--- config.mk ---
export PLATFORM = sky130hd
export DESIGN_NAME = rot_clk_en_gen
export DESIGN_NICKNAME = d
export VERILOG_FILES = /design/src/rtl/rcg_pkg.sv /design/src/rtl/rcg_ratio_map.sv /design/src/rtl/rcg_phase_cnt.sv /design/src/rtl/rcg_pulse_dec.sv /design/src/rtl/rot_clk_en_gen.sv
export SDC_FILE = /design/constraint.sdc
export NUM_CORES = 1
export LEC_CHECK = 0
export ABC_AREA = 1
export CORE_AREA = 2 2 39 41
export DETAILED_ROUTE_END_ITERATION = 10
export DIE_AREA = 0 0 41 43
export HOLD_SLACK_MARGIN = 0.03
export PLACE_DENSITY = 0.64
export REMOVE_ABC_BUFFERS = 1
export SYNTH_ARGS = -nofsm -noshare
export SYNTH_HDL_FRONTEND = slang
export SYNTH_HIERARCHICAL = 1
export SYNTH_SLANG_ARGS = --single-unit
--- constraint.sdc ---
create_clock -name clk -period 1.3 [get_ports clk]
set_clock_uncertainty 0.05 [all_clocks]
set_input_delay 0.325 -clock clk [delete_from_list [all_inputs] [get_ports clk]]
set_output_delay 0.325 -clock clk [all_outputs]
set_load 0.005 [all_outputs]
--- src/rtl/rcg_pkg.sv ---
package rcg_pkg;
    localparam int SEL_W = 2;
    localparam int CNT_W = (1 << SEL_W) - 1;   // largest divide is 2**CNT_W
    localparam int SH_W  = $clog2(CNT_W + 1);

    typedef struct packed {
        logic             rot;
        logic             alt;
        logic [SEL_W-1:0] sel;
    } cfg_t;

    typedef struct packed {
        cfg_t             cfg;
        logic [CNT_W-1:0] cnt;
    } phase_t;
endpackage

--- src/rtl/rcg_ratio_map.sv ---
module rcg_ratio_map
    import rcg_pkg::*;
(
    input  cfg_t            cfg,
    output logic [SH_W-1:0] pix_sh,
    output logic [SH_W-1:0] mem_sh
);
    always_comb begin
        if (!cfg.rot) begin
            pix_sh = '0;
            mem_sh = '0;
        end else if (!cfg.alt) begin
            pix_sh = SH_W'(cfg.sel);
            mem_sh = SH_W'(cfg.sel);
        end else begin
            pix_sh = (cfg.sel == '0) ? SH_W'(1) : SH_W'(cfg.sel);
            mem_sh = pix_sh - SH_W'(1);
        end
    end
endmodule

--- src/rtl/rcg_phase_cnt.sv ---
module rcg_phase_cnt
    import rcg_pkg::*;
(
    input  logic             clk,
    input  logic             rst_n,
    input  logic             base_en,
    input  cfg_t             cfg_in,
    output cfg_t             cfg_q,
    output logic [CNT_W-1:0] cnt_q,
    output logic             chg
);
    phase_t st_d, st_q;

    assign chg   = (cfg_in != st_q.cfg);
    assign cfg_q = st_q.cfg;
    assign cnt_q = st_q.cnt;

    always_comb begin
        st_d     = st_q;
        st_d.cfg = cfg_in;
        if (chg)
            st_d.cnt = '0;
        else if (base_en)
            st_d.cnt = st_q.cnt + CNT_W'(1);
    end

    always_ff @(posedge clk or negedge rst_n) begin
        if (!rst_n) st_q <= '0;
        else        st_q <= st_d;
    end

    // a configuration change restarts the phase
    p_restart_on_change_r8: assert property (@(posedge clk) disable iff (!rst_n)
        chg |=> (cnt_q == '0));

    // idle cycles hold the phase
    p_idle_holds_phase_r9: assert property (@(posedge clk) disable iff (!rst_n)
        (!chg && !base_en) |=> $stable(cnt_q));
endmodule

--- src/rtl/rcg_pulse_dec.sv ---
module rcg_pulse_dec
    import rcg_pkg::*;
(
    input  logic [CNT_W-1:0] cnt,
    input  logic [SH_W-1:0]  pix_sh,
    input  logic [SH_W-1:0]  mem_sh,
    input  logic             base_en,
    input  logic             chg,
    output logic             pix_en,
    output logic             mem_en
);
    logic [CNT_W-1:0] pix_mask, mem_mask;

    always_comb begin
        for (int i = 0; i < CNT_W; i++) begin
            pix_mask[i] = (i < int'(pix_sh));
            mem_mask[i] = (i < int'(mem_sh));
        end
        pix_en = base_en && !chg && ((cnt & pix_mask) == '0);
        mem_en = base_en && !chg && ((cnt & mem_mask) == '0);
    end
endmodule

--- src/rtl/rot_clk_en_gen.sv ---
module rot_clk_en_gen
    import rcg_pkg::*;
(
    input  logic             clk,
    input  logic             rst_n,
    input  logic             base_en,
    input  logic             rot_on,
    input  logic             alt_mode,
    input  logic [SEL_W-1:0] div_sel,
    output logic             pix_en,
    output logic             mem_en
);
    cfg_t             cfg_in, cfg_q;
    logic [CNT_W-1:0] cnt_q;
    logic             chg;
    logic [SH_W-1:0]  pix_sh, mem_sh;

    assign cfg_in = '{rot: rot_on, alt: alt_mode, sel: div_sel};

    rcg_phase_cnt u_cnt (
        .clk(clk), .rst_n(rst_n), .base_en(base_en), .cfg_in(cfg_in),
        .cfg_q(cfg_q), .cnt_q(cnt_q), .chg(chg)
    );

    rcg_ratio_map u_map (
        .cfg(cfg_q), .pix_sh(pix_sh), .mem_sh(mem_sh)
    );

    rcg_pulse_dec u_dec (
        .cnt(cnt_q), .pix_sh(pix_sh), .mem_sh(mem_sh), .base_en(base_en),
        .chg(chg), .pix_en(pix_en), .mem_en(mem_en)
    );

    p_pix_on_mem_r6: assert property (@(posedge clk) disable iff (!rst_n)
        pix_en |-> mem_en);

    p_pulse_needs_base_r7: assert property (@(posedge clk) disable iff (!rst_n)
        (pix_en || mem_en) |-> base_en);

    p_quiet_on_change_r8: assert property (@(posedge clk) disable iff (!rst_n)
        chg |-> (!pix_en && !mem_en));

    p_passthrough_r2: assert property (@(posedge clk) disable iff (!rst_n)
        (!rot_on && !cfg_q.rot && !chg) |-> (pix_en == base_en && mem_en == base_en));
endmodule

==> results.py <==
metrics = {
    "cells_and_area": {
        "drive_above_1_share_pct": 24.39,
        "layout_common_cells": "21 x nand2_1, 15 x inv_1, 7 x dfrtp_1, 5 x nor2_1",
        "diodes": 0,
        "fin_nets": 91,
        "multi_input_area_um2": 227.7,
        "final-seq-area_um2": 175.2,
        "final_common_cell": "nand2_1",
        "fill_cells": 144,
        "area_growth_pct": 41.79,
    },
    "critical_path": {
        "critPathLaunch": "u_cnt/cfg_q[1]",
        "start_kind": "flip-flop",
        "timing.rr.start": "u_cnt/cnt_q[0]",
        "reg2reg_slack_ns": 0.10,
        "worst_setup_path_end_kind": "output port",
        "cp-endpoint": "pix_en",
        "crit_type": "flip-flop to output port",
        "timing.rr.end": "u_cnt/cnt_q[1]",
        "cp_max_fo": 5,
        "cp.arrival_ns": 1.33,
        "reg2regPathDepth": 4,
        "cp.required_ns": 0.93,
    },
    "timing": {
        "min_period_ns": 1.710,
        "setup_violations": 2,
        "hold_viol": 0,
        "clock.fmax_mhz": 584.8,
        "tightestPinTransition_ns": 0.3114,
        "rsz0062_at_grt": "yes",
        "slew_headroom_pct": 79.18,
        "finalMaxSlewViolations": 0,
        "holdWs_ns": 0.2867,
        "fin_ws_ns": -0.4100,
        "min_period_over_period_pct": 131.5,
    },
    "route": {
        "drt-total-wl_um": 832,
        "ant_nets": 0,
        "drtIter0Drc": 0,
        "viasPerCell": 4.133,
        "num_vias": 405,
        "route.detailed.drc": 0,
        "wl_per_cell_um": 8.490,
        "drt_first_pass_iters": 1,
    },
    "die": {
        "dieArea_mm2": 0.001763,
        "start_util_pct": 31.37,
        "die_w_um": 41,
        "die_h_um": 43,
        "core_mm2": 0.001384,
        "rows": 14,
        "pin_count": 9,
    },
    "clock_network": {
        "clock_latency_ns": 0.24,
        "cts_num_sinks": 7,
        "tritoncts": "done",
        "cts_max_path_buffers": 2,
        "cts.clk_slew.worst_paths_ns": 0.05,
        "htreeDepth": 1,
        "postCtsHoldBufs": 0,
        "cts_buffers": 3,
        "cts_root_buf": "clkbuf_4",
    },
    "yosys": {
        "syn-instance-count": 65,
        "synth_adder_area_share_pct": 2.882,
        "synth_area_um2": 434.2,
        "synth.area.mux_share_pct": 2.305,
        "synth_cell_types": 11,
        "ys_warn_count": 6,
        "synth-compound-area-share_pct": 5.764,
        "avgSynthCellArea_um2": 6.679,
        "synth-simple-area-share_pct": 30.84,
        "ys_seq_area_share_pct": 40.35,
        "synth_xor_area_share_pct": 4.035,
        "ys_seq_elements": 7,
        "synth_top_family_by_area": "simple AND/OR/NAND/NOR gates",
    },
    "global_routing": {
        "grt_first_pass_wirelength_um": 1538,
        "grt_pass1_vias": 408,
        "grt_max_degree": 8,
        "grt_antenna_before_repair": 0,
        "grt-ovfl-total": 0,
        "grt_use_total_pct": 12.87,
    },
    "pwr": {
        "ir_drop_uv": 313.4,
        "power_density_mw_per_mm2": 837.8,
        "finalPower_mw": 0.5158,
        "p_comb_share_pct": 17.2,
        "switchingPower_mw": 0.1310,
        "p_leak_nw": 0.3594,
        "sequentialPowerShare_pct": 45.7,
        "switching_share_pct": 25.40,
        "pwr-share-clk_pct": 37.1,
        "p_int_mw": 0.3848,
    },
    "placement": {
        "post-place-ws_ns": -0.9600,
        "io_buffers": 8,
        "hpwlAfterDp_um": 656.5,
        "place_congestion": 0.6887,
    },
    "worst_hold_path": {
        "hp-class": "primary input to asynchronous set/reset pin",
    },
    "run_status": {
        "outcome": "finished with violations",
        "violations": "setup timing",
    },
    "flow_run": {
        "maxCapViolations": 0,
    },
}
critical path: stages (launching register included):
cell and delay (ns):
dfrtp_1 0.41, inv_1 0.06, nand2_1 0.05, nand2_1 0.07, nor2_4 0.11, nand2_2 0.06
inv_2 0.05, nand2_2 0.05, a21oi_1 0.10, buf_2 0.12
repair_timing:
item	in CTS	in global routing
pin swaps	4	2
cloned	0	0
setup endpoints to repair	2	5
resized for setup	14	6
hold endpoints to repair	0	0
setup buffers	5	2
how the worst min path moves through the flow:
stage / from / slack [ns] / depth (start not counted) / end
6_report: rst_n / 0.29 / 1 / u_cnt/cfg_q[2]
5_1_grt: div_sel[0] / 0.30 / 1 / u_cnt/cfg_q[0]
3_3_place_gp: u_cnt/cnt_q[1] / 0.53 / 2 / u_cnt/cnt_q[1]
3_5_place_dp: rst_n / 0.55 / 1 / u_cnt/cnt_q[0]
4_1_cts: rst_n / 0.29 / 1 / u_cnt/cfg_q[2]
2_1_floorplan: rst_n / -0.02 / 0 / u_cnt/cfg_q[0]
power groups by stage:
stage	Combinational (mW)	Sequential (mW)	Clock, mW
2_1_floorplan	0.0417	0.237	0
3_3_place_gp	0.0827	0.238	0
3_5_place_dp	0.0859	0.239	0
4_1_cts	0.0924	0.235	0.197
5_1_grt	0.102	0.237	0.209
6_report	0.0885	0.236	0.192
cells by family after synthesis:
| family | count (synthesis) |
|---|---|
| DFF | 7 |
| xor gates and xnor gates | 2 |
| buffers and inverters | 16 |
| and+or+nand+nor | 33 |
| AOI/OAI and AO/OA | 5 |
| muxes | 1 |
| adders and majority gates | 1 |
cell usage after synthesis (all sizes together):
master / count / area (um^2)
inv: 16 / 60.06
nor2: 9 / 41.29
mux2i: 1 / 10.01
o21ai: 1 / 5.000
a21oi: 4 / 20.02
xnor2: 2 / 17.52
dfrtp: 7 / 175.2
nand2: 24 / 92.59
ha: 1 / 12.51
area by class of cell:
type	count	share of cell area, %
multi-input cells	42	36.99
flip-flops and latches	7	28.46
repair buffers	13	17.28
inverters	16	9.756
clock buffers	4	4.268
well taps	16	3.252
sequential cells by signal, indices dropped and copies added, names as in the netlist:
signal       count
u_cnt/cnt_q      3
u_cnt/cfg_q      4
layer usage:
layer	GRT usage, %	vias to the layer above	routed length (um)
met5	0	-	0
li1	-	221	-
met4	8.000	0	0
met1	14.57	180	372
met2	21.25	4	441
met3	1.571	0	18
through the flow:
stage          util [%]  setup TNS, ns  cell area [um^2]  std cells
3_5_place_dp      40.78         -2.504             564.3         93
2_1_floorplan         -              0             434.2         65
5_1_grt           44.48         -1.026             615.6         98
3_3_place_gp      40.78         -2.388             564.3         93
6_report          44.48        -0.7950             615.6         98
4_1_cts           44.48         -1.870             615.6        102
(Power assumes the default switching activity.)
